**src/rtl/vcr_pkg.sv**
```systemverilog
package vcr_pkg;
  localparam int NPORT = 5;

  typedef enum logic [2:0] {
    P_LOCAL = 3'd0,
    P_EAST  = 3'd1,
    P_WEST  = 3'd2,
    P_NORTH = 3'd3,
    P_SOUTH = 3'd4
  } port_e;

  typedef enum logic [1:0] {
    ST_IDLE = 2'd0,
    ST_VA   = 2'd1,
    ST_SA   = 2'd2
  } vc_state_e;

  localparam logic [1:0] TR_IDLE = 2'd0;
  localparam logic [1:0] TR_RC   = 2'd1;
  localparam logic [1:0] TR_VA   = 2'd2;
  localparam logic [1:0] TR_SA   = 2'd3;

  // dimension-ordered: resolve x first, then y
  function automatic logic [2:0] xy_route(input logic [7:0] cx, input logic [7:0] cy,
                                          input logic [7:0] dx, input logic [7:0] dy);
    logic [2:0] p;
    if (dx > cx)      p = P_EAST;
    else if (dx < cx) p = P_WEST;
    else if (dy > cy) p = P_NORTH;
    else if (dy < cy) p = P_SOUTH;
    else              p = P_LOCAL;
    return p;
  endfunction
endpackage

```
**src/rtl/vcr_flit_fifo.sv**
```systemverilog
module vcr_flit_fifo #(
  parameter int FW    = 18,
  parameter int DEPTH = 4
) (
  input  logic          clk,
  input  logic          rst_n,
  input  logic          push,
  input  logic [FW-1:0] wdata,
  input  logic          pop,
  output logic [FW-1:0] rdata,
  output logic          not_empty,
  output logic          full
);
  localparam int AW = (DEPTH > 1) ? $clog2(DEPTH) : 1;
  localparam int CNTW = $clog2(DEPTH + 1);

  logic [FW-1:0]   mem [DEPTH];
  logic [AW-1:0]   rd_q, wr_q;
  logic [CNTW-1:0] cnt_q;

  assign not_empty = (cnt_q != '0);
  assign full      = (cnt_q == CNTW'(DEPTH));
  assign rdata     = mem[rd_q];

  function automatic logic [AW-1:0] bump(input logic [AW-1:0] a);
    return (a == AW'(DEPTH - 1)) ? '0 : a + 1'b1;
  endfunction

  always_ff @(posedge clk or negedge rst_n) begin
    if (!rst_n) begin
      rd_q  <= '0;
      wr_q  <= '0;
      cnt_q <= '0;
    end else begin
      if (push) wr_q <= bump(wr_q);
      if (pop)  rd_q <= bump(rd_q);
      if (push && !pop)      cnt_q <= cnt_q + 1'b1;
      else if (pop && !push) cnt_q <= cnt_q - 1'b1;
    end
  end

  always_ff @(posedge clk) begin
    if (push) mem[wr_q] <= wdata;
  end


  no_overflow_chk: assert property (@(posedge clk) disable iff (!rst_n) push |-> !full);

  no_underflow_chk: assert property (@(posedge clk) disable iff (!rst_n) pop |-> not_empty);
endmodule

```
**src/rtl/vcr_ovc_table.sv**
```systemverilog
module vcr_ovc_table
  import vcr_pkg::*;
#(
  parameter int NUM_VC  = 3,
  parameter int NUM_OVC = 2,
  localparam int OW = (NUM_OVC > 1) ? $clog2(NUM_OVC) : 1
) (
  input  logic              clk,
  input  logic              rst_n,
  input  logic [NUM_VC-1:0] req,
  input  logic [2:0]        req_port [NUM_VC],
  output logic [NUM_VC-1:0] gnt,
  output logic [OW-1:0]     gnt_ovc  [NUM_VC],
  input  logic              rel,
  input  logic [2:0]        rel_port,
  input  logic [OW-1:0]     rel_ovc
);
  logic [NUM_OVC-1:0] busy_q [NPORT];
  logic [NUM_OVC-1:0] busy_d [NPORT];

  always_comb begin
    for (int p = 0; p < NPORT; p++) busy_d[p] = busy_q[p];
    for (int v = 0; v < NUM_VC; v++) begin
      gnt[v]     = 1'b0;
      gnt_ovc[v] = '0;
      if (req[v] && (int'(req_port[v]) < NPORT)) begin
        for (int o = 0; o < NUM_OVC; o++) begin
          if (!gnt[v] && !busy_d[req_port[v]][o]) begin
            gnt[v]                  = 1'b1;
            gnt_ovc[v]              = OW'(o);
            busy_d[req_port[v]][o]  = 1'b1;
          end
        end
      end
    end
    if (rel && (int'(rel_port) < NPORT)) busy_d[rel_port][rel_ovc] = 1'b0;
  end

  always_ff @(posedge clk or negedge rst_n) begin
    if (!rst_n) begin
      for (int p = 0; p < NPORT; p++) busy_q[p] <= '0;
    end else begin
      for (int p = 0; p < NPORT; p++) busy_q[p] <= busy_d[p];
    end
  end


  release_of_busy_chk: assert property (@(posedge clk) disable iff (!rst_n)
    rel |-> busy_q[rel_port][rel_ovc]);

  for (genvar v = 0; v < NUM_VC; v++) begin : g_chk

    grant_marks_busy_chk: assert property (@(posedge clk) disable iff (!rst_n)
      gnt[v] |=> busy_q[$past(req_port[v])][$past(gnt_ovc[v])]);

    grant_was_free_chk: assert property (@(posedge clk) disable iff (!rst_n)
      gnt[v] |-> !busy_q[req_port[v]][gnt_ovc[v]]);
  end
endmodule

```
**src/rtl/vcr_sw_arb.sv**
```systemverilog
module vcr_sw_arb #(
  parameter int N      = 3,
  parameter bit ARB_RR = 1'b1
) (
  input  logic         clk,
  input  logic         rst_n,
  input  logic [N-1:0] req,
  output logic [N-1:0] gnt
);
  localparam int IW = (N > 1) ? $clog2(N) : 1;

  if (ARB_RR) begin : g_rr
    logic [IW-1:0] ptr_q;
    logic [IW-1:0] win;
    always_comb begin
      gnt = '0;
      win = '0;
      for (int i = 0; i < N; i++) begin
        int idx;
        idx = (int'(ptr_q) + i) % N;
        if (gnt == '0 && req[idx]) begin
          gnt[idx] = 1'b1;
          win      = IW'(idx);
        end
      end
    end
    always_ff @(posedge clk or negedge rst_n) begin
      if (!rst_n) ptr_q <= '0;
      else if (gnt != '0) ptr_q <= (int'(win) == N - 1) ? '0 : win + 1'b1;
    end
  end else begin : g_fixed
    always_comb begin
      gnt = '0;
      for (int i = 0; i < N; i++) begin
        if (gnt == '0 && req[i]) gnt[i] = 1'b1;
      end
    end
  end


  grant_onehot_chk: assert property (@(posedge clk) disable iff (!rst_n) $onehot0(gnt));

  grant_subset_chk: assert property (@(posedge clk) disable iff (!rst_n) (gnt & ~req) == '0);

  grant_when_req_chk: assert property (@(posedge clk) disable iff (!rst_n) (req != '0) |-> (gnt != '0));
endmodule

```
**src/rtl/vcr_input_pipe.sv**
```systemverilog
module vcr_input_pipe
  import vcr_pkg::*;
#(
  parameter int NUM_VC  = 3,
  parameter int DEPTH   = 4,
  parameter int DW      = 16,
  parameter int CW      = 2,
  parameter int NUM_OVC = 2,
  parameter bit ARB_RR  = 1'b1,
  localparam int VW = (NUM_VC > 1) ? $clog2(NUM_VC) : 1,
  localparam int OW = (NUM_OVC > 1) ? $clog2(NUM_OVC) : 1
) (
  input  logic                clk,
  input  logic                rst_n,
  input  logic [CW-1:0]       my_x,
  input  logic [CW-1:0]       my_y,
  input  logic                in_valid,
  output logic                in_ready,
  input  logic [VW-1:0]       in_vc,
  input  logic [1:0]          in_kind,
  input  logic [DW-1:0]       in_data,
  input  logic [NPORT-1:0]    out_block,
  output logic                out_valid,
  output logic [2:0]          out_port,
  output logic [OW-1:0]       out_vc,
  output logic [1:0]          out_kind,
  output logic [DW-1:0]       out_data,
  output logic [2*NUM_VC-1:0] stage_trace
);
  localparam int FW = DW + 2;

  logic [NUM_VC-1:0] push, nempty, full, va_req, va_gnt, sa_req, sa_gnt;
  logic [FW-1:0]     hd      [NUM_VC];
  logic [2:0]        route_q [NUM_VC];
  logic [OW-1:0]     ovc_q   [NUM_VC];
  logic [OW-1:0]     va_ovc  [NUM_VC];
  vc_state_e         st_q    [NUM_VC];

  always_comb begin
    in_ready = 1'b0;
    for (int v = 0; v < NUM_VC; v++)
      if (in_vc == VW'(v)) in_ready = !full[v];
  end

  for (genvar v = 0; v < NUM_VC; v++) begin : g_vc
    logic is_head, is_tail;
    assign is_head = hd[v][DW];
    assign is_tail = hd[v][DW+1];
    assign push[v] = in_valid && (in_vc == VW'(v)) && !full[v];

    vcr_flit_fifo #(.FW(FW), .DEPTH(DEPTH)) i_fifo (
      .clk(clk), .rst_n(rst_n),
      .push(push[v]), .wdata({in_kind, in_data}),
      .pop(sa_gnt[v]), .rdata(hd[v]),
      .not_empty(nempty[v]), .full(full[v])
    );

    always_ff @(posedge clk or negedge rst_n) begin
      if (!rst_n) begin
        st_q[v]    <= ST_IDLE;
        route_q[v] <= '0;
        ovc_q[v]   <= '0;
      end else begin
        case (st_q[v])
          ST_IDLE: if (nempty[v] && is_head) begin
            route_q[v] <= xy_route(8'(my_x), 8'(my_y), 8'(hd[v][CW-1:0]), 8'(hd[v][2*CW-1:CW]));
            st_q[v]    <= ST_VA;
          end
          ST_VA: if (va_gnt[v]) begin
            ovc_q[v] <= va_ovc[v];
            st_q[v]  <= ST_SA;
          end
          ST_SA: if (sa_gnt[v] && is_tail) st_q[v] <= ST_IDLE;
          default: st_q[v] <= ST_IDLE;
        endcase
      end
    end

    assign va_req[v] = (st_q[v] == ST_VA);
    assign sa_req[v] = (st_q[v] == ST_SA) && nempty[v] && !out_block[route_q[v]];

    always_comb begin
      case (st_q[v])
        ST_IDLE: stage_trace[2*v +: 2] = (nempty[v] && is_head) ? TR_RC : TR_IDLE;
        ST_VA:   stage_trace[2*v +: 2] = TR_VA;
        ST_SA:   stage_trace[2*v +: 2] = TR_SA;
        default: stage_trace[2*v +: 2] = TR_IDLE;
      endcase
    end


    rc_then_va_chk: assert property (@(posedge clk) disable iff (!rst_n)
      (st_q[v] == ST_IDLE && nempty[v] && is_head) |=> (st_q[v] == ST_VA));

    blocked_holds_chk: assert property (@(posedge clk) disable iff (!rst_n)
      (st_q[v] == ST_SA && nempty[v] && out_block[route_q[v]] && !push[v])
        |=> (st_q[v] == ST_SA && nempty[v] && $stable(hd[v])));

    sa_route_stable_chk: assert property (@(posedge clk) disable iff (!rst_n)
      (st_q[v] == ST_SA) |=> (st_q[v] == ST_IDLE || ($stable(route_q[v]) && $stable(ovc_q[v]))));
  end

  vcr_ovc_table #(.NUM_VC(NUM_VC), .NUM_OVC(NUM_OVC)) i_ovc (
    .clk(clk), .rst_n(rst_n),
    .req(va_req), .req_port(route_q),
    .gnt(va_gnt), .gnt_ovc(va_ovc),
    .rel(rel), .rel_port(sel_port), .rel_ovc(sel_ovc)
  );

  vcr_sw_arb #(.N(NUM_VC), .ARB_RR(ARB_RR)) i_arb (
    .clk(clk), .rst_n(rst_n), .req(sa_req), .gnt(sa_gnt)
  );

  logic          rel;
  logic [2:0]    sel_port;
  logic [OW-1:0] sel_ovc;
  logic [FW-1:0] sel_flit;

  always_comb begin
    rel      = 1'b0;
    sel_port = '0;
    sel_ovc  = '0;
    sel_flit = '0;
    for (int v = 0; v < NUM_VC; v++) begin
      if (sa_gnt[v]) begin
        sel_port = route_q[v];
        sel_ovc  = ovc_q[v];
        sel_flit = hd[v];
        rel      = hd[v][DW+1];
      end
    end
  end

  always_ff @(posedge clk or negedge rst_n) begin
    if (!rst_n) begin
      out_valid <= 1'b0;
      out_port  <= '0;
      out_vc    <= '0;
      out_kind  <= '0;
      out_data  <= '0;
    end else begin
      out_valid <= (sa_gnt != '0);
      if (sa_gnt != '0) begin
        out_port <= sel_port;
        out_vc   <= sel_ovc;
        out_kind <= sel_flit[DW+1:DW];
        out_data <= sel_flit[DW-1:0];
      end
    end
  end


  sent_unblocked_chk: assert property (@(posedge clk) disable iff (!rst_n)
    out_valid |-> !$past(out_block[out_port]));

  bad_vc_never_ready_chk: assert property (@(posedge clk) disable iff (!rst_n)
    (int'(in_vc) >= NUM_VC) |-> !in_ready);
endmodule

```
**config.mk**
```make
export PLATFORM = sky130hd
export DESIGN_NAME = vcr_input_pipe
export DESIGN_NICKNAME = d
export VERILOG_FILES = /design/src/rtl/vcr_pkg.sv /design/src/rtl/vcr_flit_fifo.sv /design/src/rtl/vcr_ovc_table.sv /design/src/rtl/vcr_sw_arb.sv /design/src/rtl/vcr_input_pipe.sv
export SDC_FILE = /design/constraint.sdc
export NUM_CORES = 1
export LEC_CHECK = 0
export ABC_AREA = 1
export BUFFER_PORTS_ARGS = -buffer_cell sky130_fd_sc_hd__buf_2
export CORE_ASPECT_RATIO = 1.1
export CORE_MARGIN = 10
export CORE_UTILIZATION = 50
export CTS_CLUSTER_SIZE = 20
export DETAILED_ROUTE_END_ITERATION = 7
export PLACE_DENSITY = 0.73
export REMOVE_ABC_BUFFERS = 1
export SLEW_MARGIN = 20
export SYNTH_ARGS = -nofsm -noshare
export SYNTH_HDL_FRONTEND = slang
export SYNTH_HIERARCHICAL = 1
export SYNTH_SLANG_ARGS = --single-unit
export TNS_END_PERCENT = 20
```
**constraint.sdc**
```tcl
create_clock -name clk -period 3.06 [get_ports clk]
set_input_delay 0.765 -clock clk [delete_from_list [all_inputs] [get_ports clk]]
set_output_delay 0.765 -clock clk [all_outputs]
set_load 0.02 [all_outputs]
```
Word-level counts from Yosys, hierarchy flattened
Memory sizes are Yosys's and may differ from the RTL's.
Cells that the tools add are included.
{"block": "totals", "register_bits": 74, "mem_bits_rw": 216, "inputBits": 32, "out_inout_bits": 30, "wordCells": 363, "mem_count": 3}
{"block": "op_classes", "addsub": 15, "div_mod_pow": 3, "n_lt_le_gt_ge": 35, "eq_ne": 27, "muxes": 156, "bitwise_logic": 14, "n_reduce_logical": 81}
{"name": "g_vc[0].i_fifo.mem", "depth": 4, "word_bits": 18, "read_ports": 1, "rd_ports_with_merged_regs": 0, "write_ports": 1, "line_no": "vcr_flit_fifo.sv:17", "text": "logic [FW-1:0] mem [DEPTH];"}
{"name": "g_vc[1].i_fifo.mem", "depth": 4, "word_bits": 18, "read_ports": 1, "rd_ports_with_merged_regs": 0, "write_ports": 1, "line_no": "vcr_flit_fifo.sv:17"}
{"name": "g_vc[2].i_fifo.mem", "depth": 4, "word_bits": 18, "read_ports": 1, "rd_ports_with_merged_regs": 0, "write_ports": 1, "line_no": "vcr_flit_fifo.sv:17"}
{"cell": "10-bit 2-to-1 mux", "count": 13}
{"cell": "32-bit by 1-bit greater-or-equal comparator with 1-bit output, second input constant", "count": 3}
{"cell": "32-bit by 4-bit less-than comparator with 1-bit output, second input constant", "count": 3}
{"cell": "3-bit 2-to-1 mux", "count": 24}
{"cell": "32-bit by 3-bit remainder unit with 32-bit output, second input constant", "count": 2}
{"cell": "10-bit OR", "count": 6}
{"cell": "1-bit 2-to-1 mux", "count": 58}
{"cell": "2-bit 2-to-1 mux", "count": 29}
{"cell": "18-bit 2-to-1 mux", "count": 3}
{"cell": "2-bit demux with 3-bit select", "count": 7}
{"cell": "1-bit logical AND", "count": 41}
{"cell": "2-bit binary-select mux with 3-bit select", "count": 6}
{"cell": "2-bit one-hot mux with 3 select lines", "count": 6}
{"cell": "3-bit by 3-bit remainder unit with 32-bit output, second input constant", "count": 1}
{"cell": "2-bit equality test, second input constant", "count": 11}
{"cell": "1-bit zero test", "count": 18}
{"cell": "2-bit != test, second input constant", "count": 9}
{"cell": "4-bit greater-or-equal comparator, second input constant", "count": 4}
{"cell": "4-bit by 1-bit less-than comparator with 1-bit output, second input constant", "count": 4}
{"cell": "3-bit inverter with 4-bit output", "count": 4}
{"cell": "2-bit by 1-bit adder with 2-bit output, second input constant", "count": 7}
{"cell": "2-bit > comparator", "count": 6}
{"cell": "2-bit less-than comparator", "count": 6}
{"cell": "3-bit less-than comparator, second input constant", "count": 4}
{"cell": "22 further kinds", "count": 56}

Longest topological paths before layout
Gate-level depths: netlist (run 1).
{"block": "depth", "depth_word": 41, "mapped_depth": 26, "mapped_depth_nobuf": 26}

Modules after synthesis
The synthesis (run 1) kept the hierarchy.
{"mod": "vcr_flit_fifo at g_vc[0].i_fifo ...", "n_inst": 2, "cells_per_inst": 262, "area_per_inst_um2": 3329.4, "seq_area_each_um2": 2337.2}
{"mod": "vcr_flit_fifo at g_vc[2].i_fifo", "n_inst": 1, "cells_per_inst": 262, "area_per_inst_um2": 3328.2, "seq_area_each_um2": 2337.2}
{"mod": "vcr_input_pipe", "n_inst": 1, "cells_per_inst": 438, "area_per_inst_um2": 2974.1, "seq_area_each_um2": 1026.0}
{"mod": "vcr_ovc_table", "n_inst": 1, "cells_per_inst": 212, "area_per_inst_um2": 1221.2, "seq_area_each_um2": 250.2}
{"mod": "vcr_sw_arb", "n_inst": 1, "cells_per_inst": 66, "area_per_inst_um2": 407.9, "seq_area_each_um2": 50.0}

Worst setup path before layout (run 1)
OpenSTA, ideal clock, no wires.
{"block": "synth_timing", "path_kind": "input-to-reg", "startpoint": "input port out_block[1]", "endpoint": "register i_ovc/busy_q[9] (netlist name)", "setup_time_ns": 0.121, "arrival_ns": 3.116, "t_required_ns": 2.939, "setup_slack_ns": -0.178, "path_stages": 24, "path_buffers": 1, "cell_sequence": "inv_1 nand2_1 nand3_1 nand2_1 a21oi_1 nand2_1 nand2_2 o211ai_2 nand4_1 nand2_2 nor2_4 nand3_1 nand2_2 buf_6 inv_2 nor2_1 inv_1 nand2_1 inv_1 or2_2 nor2_1 nand2_1 nor2_1 a21oi_1"}
{"element": "from (decl)", "line_no": "vcr_input_pipe.sv:22", "text": "input logic [NPORT-1:0] out_block,"}
{"element": "to (decl)", "line_no": "vcr_ovc_table.sv:18", "text": "logic [NUM_OVC-1:0] busy_q [NPORT];"}

Worst setup path in the final report (run 1)
{"block": "layout_timing", "startpoint": "register st_q[4] (netlist name)", "endpoint": "register g_vc[0].i_fifo.cnt_q[1]"}
{"block": "layout_between", "elab_chain_cells": 16, "elab_cells_between_ends": 26, "classes_between": "eq/ne: 1; mux: 13; bitwise: 2; reduce/logical: 10"}
{"element": "from (decl)", "line_no": "vcr_input_pipe.sv:37", "text": "vc_state_e st_q [NUM_VC];"}
{"element": "from (signal, indexed assignment)", "line_no": "vcr_input_pipe.sv:60", "text": "st_q[v] <= ST_IDLE;"}
{"element": "from (signal, indexed assignment)", "line_no": "vcr_input_pipe.sv:67", "text": "st_q[v] <= ST_VA;"}
{"element": "from (signal, indexed assignment)", "line_no": "vcr_input_pipe.sv:71", "text": "st_q[v] <= ST_SA;"}
{"element": "2-bit equality test (*)", "line_no": "vcr_input_pipe.sv:80", "text": "assign sa_req[v] = (st_q[v] == ST_SA) && nempty[v] && !out_block[route_q[v]];"}
{"element": "1-bit logical AND (*) (2 in series)", "line_no": "vcr_input_pipe.sv:80"}
{"element": "net sa_req[0]", "line_no": "vcr_input_pipe.sv:32", "text": "logic [NUM_VC-1:0] push, nempty, full, va_req, va_gnt, sa_req, sa_gnt;"}
{"element": "1-bit binary-select mux with 2-bit select", "line_no": "vcr_sw_arb.sv:21", "text": "if (gnt == '0 && req[idx]) begin"}
{"element": "1-bit 2-to-1 mux (implied by the code) (2 in series)", "line_no": "vcr_sw_arb.sv:21"}
{"element": "3-bit 2-to-1 mux", "line_no": "vcr_sw_arb.sv:21"}
{"element": "3-bit zero test", "line_no": "vcr_sw_arb.sv:21"}
{"element": "1-bit logical AND", "line_no": "vcr_sw_arb.sv:21"}
{"element": "3-bit 2-to-1 mux", "line_no": "vcr_sw_arb.sv:21"}
{"element": "3-bit zero test", "line_no": "vcr_sw_arb.sv:21"}
{"element": "1-bit logical AND", "line_no": "vcr_sw_arb.sv:21"}
{"element": "3-bit 2-to-1 mux (*)", "line_no": "vcr_sw_arb.sv:21"}
{"element": "net sa_gnt[0]", "line_no": "vcr_input_pipe.sv:32"}
{"element": "1-bit zero test", "line_no": "vcr_flit_fifo.sv:37", "text": "if (push && !pop) cnt_q <= cnt_q + 1'b1;"}
{"element": "1-bit logical AND", "line_no": "vcr_flit_fifo.sv:37"}
{"element": "3-bit 2-to-1 mux or 2-bit nonzero test (tied branches)"}
{"element": "to (signal assigned)", "line_no": "vcr_flit_fifo.sv:37"}
{"element": "to (signal assigned)", "line_no": "vcr_flit_fifo.sv:38", "text": "else if (pop && !push) cnt_q <= cnt_q - 1'b1;"}
{"element": "to (decl)", "line_no": "vcr_flit_fifo.sv:19", "text": "logic [CNTW-1:0] cnt_q;"}
The timed path passes the listed nets; every way through them passes the cells marked *. The select of a mux whose other input is x is not followed.
A chain may end at the register's enable or synchronous reset.

==> impl_metrics.env, run 1 <==
export IMPL_status="completed"
export IMPL_dp_slack_ps=-307
export IMPL_area_growth_synth_to_final_pct=16.4
export IMPL_die_w_um=183
export IMPL_max_slew_margin_rel_pct=53.6
export IMPL_antenna_found_initial=4
export IMPL_final_util_pct=59.1
export IMPL_hp_class="in -> async"
export IMPL_arrival_ps=3440
export IMPL_syn_area_sq_um=14600
export IMPL_async_flop_share_pct=25.5
export IMPL_grt_pass1_vias=10533
export IMPL_cp_num_buf_inv=4
export IMPL_period_needed_ps=3010
export IMPL_die_area_sq_um=36400
export IMPL_pin_count=62
export IMPL_grt_overflow_total=0
export IMPL_cts_sinks=290
export IMPL_wire_per_inst_um=16.9
export IMPL_setup_viol=0
export IMPL_ctsRootBufferMaster="clkbuf_16"
export IMPL_start_kind="flop"
export IMPL_hold_buffers=0
export IMPL_tightest_slew_ps=697
export IMPL_synth_edf_count=216
export IMPL_fin_crit_sh_pct=98.2
export IMPL_report_final_hold_viol_count=0
export IMPL_synth_cell_type_count=44
export IMPL_setup_tns_ps=0
export IMPL_path_clk_slew_ps=70
export IMPL_vias=10671
export IMPL_drive_above_1_share_pct=18.9
export IMPL_dpl_instance_area_sq_um=15600
export IMPL_skew_ps=11.0
export IMPL_synthXorXnorAreaFrac_pct=0.180
export IMPL_yosysSeqAreaShare_pct=57.1
export IMPL_dr_pass1_iters=7
export IMPL_ys_flop_type="edfxtp_1"
export IMPL_fin_nets=1737
export IMPL_final_common_cell="nand2_1"
export IMPL_synth_compound_area_share_pct=9.38
export IMPL_hpwl_mm=23.3
export IMPL_clockBufferDepth=3
export IMPL_grt_max_degree=69
export IMPL_first_iter_violations=775
export IMPL_fin_hold_ws_ps=178
export IMPL_fin_total_pwr_mw=18.1
export IMPL_r2r_end="g_vc[0].i_fifo/cnt_q[1]$_DFFE_PN0P_"
export IMPL_p_leak_nw=7.64
export IMPL_viasPerCell=5.21
export IMPL_grt_total_usage_pct=18.6
export IMPL_worst_r2r_startpoint="st_q[4]$_DFFE_PN0P_"
export IMPL_dp_cells=1977
export IMPL_core_rowCount=65
export IMPL_synth_seq_cells=290
export IMPL_crit_fanout=4
export IMPL_synthMuxAreaShare_pct=0
export IMPL_synth_fa_ha_area_share_pct=4.44
export IMPL_synth_top_family_by_area="simple AND/OR/NAND/NOR gates"
export IMPL_grt_pass1_wl_mm=54.2
export IMPL_cts_max_level=1
export IMPL_rrSetupSlack_ps=50
export IMPL_path_cells="inv_2 -> ha_4 -> nand2_4 -> o21bai_4 -> a21oi_2 -> nand2_1 -> nand3_2 -> o211ai_4 -> nand4_1 -> nand2_2 -> nor2_4 -> nand3_1 -> nand2_2 -> buf_4 -> inv_2 -> ha_2 -> inv_2 -> fa_2 -> nand2_1 -> nand2_1"
export IMPL_coreArea_sq_um=28700
export IMPL_powerDensity_nw_per_um2=1070
export IMPL_cp_slowest_stage_delay_ps=420
export IMPL_cap_viol_max_count=0
export IMPL_fmax_mhz=333
export IMPL_worst_slack_ps=53.8
export IMPL_placement_io_buffers=61
export IMPL_cts_tree="done"
export IMPL_synth_cells=1502
export IMPL_drc=0
export IMPL_avgSynthCellArea_sq_um=9.71
export IMPL_worstRegToRegCells=20
export IMPL_fin_area_sq_um=17000
export IMPL_fin_cells=2050
export IMPL_wirelength_mm=34.6
export IMPL_ant_nets=0
export IMPL_ir_worst_vdd_mv=0.623
export IMPL_gp_congestion=0.893
export IMPL_crit_path_end_kind="flop"
export IMPL_yosys_area_share_simple_pct=18.7
export IMPL_cts_buffers=30
export IMPL_mostFrequentLayoutCells="454 x nand2_1, 248 x inv_1, 216 x edfxtp_1"
export IMPL_insertion_delay_ps=550
export IMPL_worst_path_max_delay_cell="fa_2"
export IMPL_die_h_um=199
export IMPL_start_util_pct=50.8
export IMPL_slew_viol_final=0
export IMPL_ys_warn_count=6
export IMPL_rsz0062_at_grt="true"
export IMPL_crit_family="simple AND/OR/NAND/NOR gates"
export IMPL_required_ps=3500
export IMPL_crit_type="reg -> reg"
==> worst max path at each step <==
stage / from / endpoint / slack, ps / cells past startpoint
global route: st_q[4]$_DFFE_PN0P_ / i_ovc/busy_q[9]$_DFF_PN0_ / -190 / 25
CTS: st_q[0]$_DFFE_PN0P_ / i_ovc/busy_q[9]$_DFF_PN0_ / -20 / 26
global placement: out_block[3] / i_ovc/busy_q[9]$_DFF_PN0_ / -230 / 26
floorplan: out_block[1] / i_ovc/busy_q[9]$_DFF_PN0_ / -470 / 25
detailed placement: out_block[1] / g_vc[0].i_fifo/cnt_q[2]$_DFFE_PN0P_ / -310 / 24
finish: st_q[4]$_DFFE_PN0P_ / g_vc[0].i_fifo/cnt_q[1]$_DFFE_PN0P_ / 50 / 20
==> flip-flops by register name, indices dropped and copies added, names as in the netlist <==
name,flops
g_vc.i_fifo/mem,216
out_data,16
i_ovc/busy_q,10
g_vc.i_fifo/cnt_q,9
route_q,9
g_vc.i_fifo/rd_q,6
g_vc.i_fifo/wr_q,6
st_q,6
out_port,3
ovc_q,3
i_arb/g_rr.ptr_q,2
out_kind,2
out_valid,1
out_vc,1
==> cell families after synthesis <==
kind of cell,Yosys count
xor+xnor,3
simple gates,640
flops,290
buf+inv,316
compound gates,203
fa+ha+maj,50
==> routing by layer <==
metal	track usage, %	up-vias	share of wire, %
met5	0	-	0.038
met3	3.04	81	5.1
met2	32.0	289	49
met1	22.3	5033	41
met4	9.18	2	4.5
li1	-	5266	-
==> synthesized netlist by cell type, types with 8 or more instances <==
| cell type | count | area [sq um] |
|---|---|---|
| nand2_1 | 466 | 1750 |
| o21ai_0 | 35 | 175 |
| nand2_2 | 8 | 50.1 |
| buf_6 | 34 | 383 |
| inv_1 | 261 | 980 |
| o211ai_1 | 102 | 766 |
| nor2_1 | 43 | 161 |
| nand4_1 | 14 | 87.6 |
| o21ai_1 | 14 | 70.1 |
| edfxtp_1 | 216 | 6490 |
| nor3_1 | 16 | 80.1 |
| a21oi_1 | 25 | 125 |
| ha_1 | 47 | 588 |
| dfrtp_1 | 74 | 1850 |
| nand3_1 | 65 | 325 |
==> where the power goes <==
part,switching [mW],internal [mW],total [mW]
clock,1.48,2.15,3.63
combinational,5.80,3.37,9.17
sequential,0.416,4.90,5.31
total,7.69,10.4,18.1
==> what timing repair did <==
item,4_1_cts,5_1_grt
pin swaps,1,18
buffers inserted,0,14
gates resized for setup,7,70
endpoints found under the hold margin,0,0
cloned,0,0
setup endpoints to repair,12,29
==> layout make-up <==
class	count	area (sq um)
multi-input combinational	896	5000
clock inverter	18	174
timing repair buffer	164	1120
sequential	290	8340
tap	368	460
clock buffer	38	822
antenna	3	7.51
inverter	273	1050
fill	2364	11700
Power figures use the tool's default switching activity.
==> run 2: changes to the inputs <==
--- a/config.mk
+++ b/config.mk
@@ -10,10 +10,12 @@
 export CORE_ASPECT_RATIO = 1.1
 export CORE_MARGIN = 10
 export CORE_UTILIZATION = 50
+export CTS_BUF_LIST = sky130_fd_sc_hd__clkbuf_4 sky130_fd_sc_hd__clkbuf_8
 export CTS_CLUSTER_SIZE = 20
 export DETAILED_ROUTE_END_ITERATION = 7
 export PLACE_DENSITY = 0.73
 export REMOVE_ABC_BUFFERS = 1
+export SETUP_SLACK_MARGIN = 0.3
 export SLEW_MARGIN = 20
 export SYNTH_ARGS = -nofsm -noshare
 export SYNTH_HDL_FRONTEND = slang
==> impl_metrics.env, run 2 (synthesized netlist as in run 1, its figures left out) <==
export IMPL_cap_viol_max_count=0
export IMPL_dp_slack_ps=-307
export IMPL_p_leak_nw=7.88
export IMPL_grt_total_usage_pct=19.4
export IMPL_drive_above_1_share_pct=25.7
export IMPL_cts_tree="done"
export IMPL_die_area_sq_um=36400
export IMPL_crit_type="reg -> reg"
export IMPL_wirelength_mm=36.2
export IMPL_fmax_mhz=338
export IMPL_crit_fanout=4
export IMPL_cts_buffers=47
export IMPL_report_final_hold_viol_count=0
export IMPL_die_h_um=199
export IMPL_arrival_ps=3470
export IMPL_antenna_found_initial=4
export IMPL_pin_count=62
export IMPL_slew_viol_final=0
export IMPL_cp_slowest_stage_delay_ps=400
export IMPL_setup_viol=0
export IMPL_vias=11113
export IMPL_wire_per_inst_um=17.2
export IMPL_viasPerCell=5.27
export IMPL_rsz0062_at_grt="true"
export IMPL_drc=0
export IMPL_dp_cells=1977
export IMPL_first_iter_violations=833
export IMPL_top_register="g_vc.i_fifo/mem"
export IMPL_coreArea_sq_um=28700
export IMPL_die_w_um=183
export IMPL_grt_overflow_total=0
export IMPL_ir_worst_vdd_mv=0.673
export IMPL_grt_max_degree=69
export IMPL_cts_max_level=2
export IMPL_cp_common_cell="nand2_2"
export IMPL_hp_class="in -> async"
export IMPL_max_slew_margin_rel_pct=54.1
export IMPL_cp_num_buf_inv=8
export IMPL_hpwl_mm=23.3
export IMPL_crit_path_end_kind="flop"
export IMPL_fin_cells=2108
export IMPL_final_common_cell="nand2_1"
export IMPL_ant_nets=0
export IMPL_gp_congestion=0.893
export IMPL_final_util_pct=61.2
export IMPL_placement_io_buffers=61
export IMPL_path_clk_slew_ps=60
export IMPL_fin_crit_sh_pct=96.7
export IMPL_largest_reg_flops=216
export IMPL_core_rowCount=65
export IMPL_mostFrequentLayoutCells="421 x nand2_1, 241 x inv_1, 216 x edfxtp_1"
export IMPL_multiInputGateArea_sq_um=5300
export IMPL_status="completed"
export IMPL_cts_sinks=290
export IMPL_grt_pass1_wl_mm=56.3
export IMPL_worst_path_max_delay_cell="dfrtp_1"
export IMPL_clockBufferDepth=3
export IMPL_biggestRegsByFlops="g_vc.i_fifo/mem x216, out_data x16, i_ovc/busy_q x10"
export IMPL_tightest_slew_ps=689
export IMPL_ctsRootBufferMaster="clkbuf_8"
export IMPL_start_util_pct=50.8
export IMPL_rrSetupSlack_ps=100
export IMPL_insertion_delay_ps=570
export IMPL_skew_ps=28.0
export IMPL_crit_family="simple AND/OR/NAND/NOR gates"
export IMPL_hold_buffers=0
export IMPL_period_needed_ps=2960
export IMPL_dr_pass1_iters=5
export IMPL_fin_nets=1780
export IMPL_required_ps=3570
export IMPL_powerDensity_nw_per_um2=1080
export IMPL_start_kind="flop"
export IMPL_worst_slack_ps=100
export IMPL_area_growth_synth_to_final_pct=20.4
export IMPL_fillers=2293
export IMPL_regArea_sq_um=8350
export IMPL_grt_pass1_vias=10988
run 2: layout make-up:
| cell class | count | area share (%) |
|---|---|---|
| Tap cell | 368 | 2.62 |
| Timing Repair inverter | 1 | 0.0356 |
| Sequential cell | 290 | 47.5 |
| Multi-Input combinational cell | 896 | 30.2 |
| Clock inverter | 25 | 1.04 |
| Antenna cell | 3 | 0.0428 |
| Timing Repair Buffer | 189 | 7.83 |
| Inverter | 273 | 6.22 |
| Clock buffer | 63 | 4.51 |
run 2: worst paths after layout:
path | startpoint | end | depth (start not counted)
max | st_q[0]$_DFFE_PN0P_ | out_port[1]$_DFFE_PN0P_ | 25
min in group clk | g_vc[0].i_fifo/cnt_q[2]$_DFFE_PN0P_ | g_vc[0].i_fifo/cnt_q[2]$_DFFE_PN0P_ | 2
min | rst_n | out_data[4]$_DFFE_PN0P_ | 1
max reg2reg | st_q[0]$_DFFE_PN0P_ | out_port[1]$_DFFE_PN0P_ | 25
min reg2reg | g_vc[0].i_fifo/cnt_q[2]$_DFFE_PN0P_ | g_vc[0].i_fifo/cnt_q[2]$_DFFE_PN0P_ | 2
max in group asynchronous | rst_n | route_q[7]$_DFFE_PN0P_ | 2
run 2: report_power, final:
part           internal [mW]  switching [mW]  total (mW)
clock                   1.87            1.56        3.43
combinational           3.94            6.26        10.2
sequential              4.90           0.444        5.34
total                   10.7            8.26        19.0
run 2: through the flow:
stage	hold slack [ps]	cell area [sq um]	total power [mW]	setup TNS, ps
detailed placement	459	15600	13.9	-6640
global route	175	17600	20.3	-343
global placement	456	15600	13.6	-4820
floorplan	442	14100	10.6	-4040
finish	176	17600	19.0	0
CTS	160	17000	18.0	0
run 2: routing by layer:
| layer | global-route usage (%) | wire length (um) | part of all wire, % | up-vias |
|---|---|---|---|---|
| met5 | 0 | 10 | 0.028 | - |
| met1 | 23.0 | 14800 | 41 | 5287 |
| met2 | 33.3 | 17600 | 49 | 359 |
| met4 | 10.2 | 1770 | 4.9 | 2 |
| met3 | 3.47 | 1990 | 5.5 | 104 |
| li1 | - | - | - | 5361 |
run 2: what timing repair did:
action,4_1_cts,5_1_grt
cloned,2,0
pin swaps,25,48
gates resized for setup,91,102
setup endpoints to repair,47,55
buffers inserted,19,19
==> run 3: changes to the inputs <==
--- a/config.mk
+++ b/config.mk
@@ -13,7 +13,7 @@
 export CTS_BUF_LIST = sky130_fd_sc_hd__clkbuf_4 sky130_fd_sc_hd__clkbuf_8
 export CTS_CLUSTER_SIZE = 20
 export DETAILED_ROUTE_END_ITERATION = 7
-export PLACE_DENSITY = 0.73
+export PLACE_DENSITY = 0.71
 export REMOVE_ABC_BUFFERS = 1
 export SETUP_SLACK_MARGIN = 0.3
 export SLEW_MARGIN = 20
==> constraint.sdc (replaced) <==
create_clock -name clk -period 3.85 [get_ports clk]
set_input_delay 0.9625 -clock clk [delete_from_list [all_inputs] [get_ports clk]]
set_output_delay 0.9625 -clock clk [all_outputs]
set_load 0.02 [all_outputs]
==> impl_metrics.env, run 3 (synthesized netlist as in run 1, its figures left out) <==
export IMPL_crit_fanout=13
export IMPL_fin_nets=1693
export IMPL_cts_buffers=47
export IMPL_start_util_pct=50.8
export IMPL_period_needed_ps=3330
export IMPL_skew_ps=19.0
export IMPL_tightest_slew_ps=780
export IMPL_powerDensity_nw_per_um2=815
export IMPL_report_final_hold_viol_count=0
export IMPL_biggestRegsByFlops="g_vc.i_fifo/mem x216, out_data x16, i_ovc/busy_q x10"
export IMPL_crit_path_end="stage_trace[2]"
export IMPL_cts_tree="done"
export IMPL_die_w_um=183
export IMPL_r2r_end="i_ovc/busy_q[2]$_DFF_PN0_"
export IMPL_grt_pass1_vias=10401
export IMPL_drc=0
export IMPL_cts_sinks=290
export IMPL_max_slew_margin_rel_pct=48.0
export IMPL_placement_io_buffers=61
export IMPL_grt_max_degree=75
export IMPL_fin_cells=2016
export IMPL_antenna_found_initial=2
export IMPL_wirelength_mm=34.2
export IMPL_worst_slack_ps=519
export IMPL_path_clk_slew_ps=60
export IMPL_dp_cells=1929
export IMPL_die_area_sq_um=36400
export IMPL_mostFrequentLayoutCells="466 x nand2_1, 260 x inv_1, 216 x edfxtp_1"
export IMPL_ant_nets=0
export IMPL_grt_total_usage_pct=18.9
export IMPL_pin_count=62
export IMPL_drive_above_1_share_pct=14.1
export IMPL_gp_congestion=0.916
export IMPL_final_common_cell="nand2_1"
export IMPL_clockBufferDepth=3
export IMPL_dr_pass1_iters=6
export IMPL_arrival_ps=2370
export IMPL_cts_max_level=2
export IMPL_core_rowCount=65
export IMPL_ctsRootBufferMaster="clkbuf_8"
export IMPL_ir_worst_vdd_mv=0.550
export IMPL_hp_class="in -> async"
export IMPL_viasPerCell=5.18
export IMPL_dp_slack_ps=189
export IMPL_worst_r2r_startpoint="st_q[4]$_DFFE_PN0P_"
export IMPL_worstRegToRegCells=23
export IMPL_first_iter_violations=609
export IMPL_fin_crit_sh_pct=86.5
export IMPL_grt_overflow_total=0
export IMPL_start_kind="flop"
export IMPL_grt_pass1_wl_mm=54.3
export IMPL_crit_type="reg -> out"
export IMPL_top_register="g_vc.i_fifo/mem"
export IMPL_area_growth_synth_to_final_pct=10.8
export IMPL_startpoint="g_vc[1].i_fifo/rd_q[1]$_DFFE_PN0P_"
export IMPL_cap_viol_max_count=0
export IMPL_setup_tns_ps=0
export IMPL_final_util_pct=56.3
export IMPL_rrSetupSlack_ps=620
export IMPL_hold_buffers=0
export IMPL_p_leak_nw=7.33
export IMPL_required_ps=2890
export IMPL_insertion_delay_ps=570
export IMPL_status="completed"
export IMPL_rsz0062_at_grt="false"
export IMPL_wire_per_inst_um=16.9
export IMPL_slew_viol_final=0
export IMPL_setup_viol=0
export IMPL_coreArea_sq_um=28700
export IMPL_vias=10450
export IMPL_crit_path_end_kind="output pin"
export IMPL_largest_reg_flops=216
export IMPL_die_h_um=199
export IMPL_fmax_mhz=300
export IMPL_hpwl_mm=22.8
export IMPL_fin_hold_ws_ps=461
==> run 3: report_power, final <==
group          leakage, nW  internal [mW]  switching [mW]
sequential            2.84           3.89           0.402
clock                0.486           1.40            1.21
combinational         4.00           2.01            4.26
==> run 3: routing by layer <==
layer | up-vias | part of all wire [%] | GRT usage (%)
met5 | - | 0.026 | 0
met4 | 2 | 3.6 | 7.92
met3 | 94 | 5.3 | 3.62
met2 | 287 | 49 | 33.0
met1 | 4893 | 42 | 22.4
li1 | 5174 | - | -
==> run 3: layout make-up <==
| cell class | instances | area, sq um |
|---|---|---|
| diodes | 1 | 2.50 |
| clock buffers | 65 | 788 |
| clock inverters | 20 | 126 |
| fillers | 2480 | 12500 |
| inverters | 273 | 1040 |
| multi-input cells | 896 | 4780 |
| flip-flops and latches | 290 | 8340 |
| well taps | 368 | 460 |
| repair buffers | 103 | 627 |
==> run 3: worst min-delay path by stage <==
stage          depth (start not counted)  slack (ps)                           startpoint                             endpoint
3_3_place_gp                           2         460  g_vc[1].i_fifo/cnt_q[2]$_DFFE_PN0P_  g_vc[1].i_fifo/cnt_q[2]$_DFFE_PN0P_
4_1_cts                                2         490  g_vc[2].i_fifo/cnt_q[2]$_DFFE_PN0P_  g_vc[2].i_fifo/cnt_q[2]$_DFFE_PN0P_
5_1_grt                                1         490                                rst_n  g_vc[0].i_fifo/cnt_q[0]$_DFFE_PN0P_
2_1_floorplan                          2         440  g_vc[0].i_fifo/cnt_q[2]$_DFFE_PN0P_  g_vc[0].i_fifo/cnt_q[2]$_DFFE_PN0P_
3_5_place_dp                           2         470  g_vc[2].i_fifo/cnt_q[2]$_DFFE_PN0P_  g_vc[2].i_fifo/cnt_q[2]$_DFFE_PN0P_
6_report                               1         460                                rst_n  g_vc[0].i_fifo/cnt_q[0]$_DFFE_PN0P_
==> run 3: worst max-delay path, stage by stage, from the launching register on <==
cell and delay, ps:
dfrtp_1 750, o211ai_1 190, nand2_1 200, nand3_1 260, o21ai_0 220, buf_2 190
==> run 3: through the flow <==
step	area [sq um]	power [mW]
2_1_floorplan	14100	8.39
5_1_grt	16200	14.2
3_3_place_gp	15200	10.4
6_report	16200	13.2
3_5_place_dp	15200	10.5
4_1_cts	16100	13.2
==> run 3: timing repair <==
item,CTS,global route
gates resized for setup,0,6
endpoints found under the setup margin,0,10
setup buffers,0,1
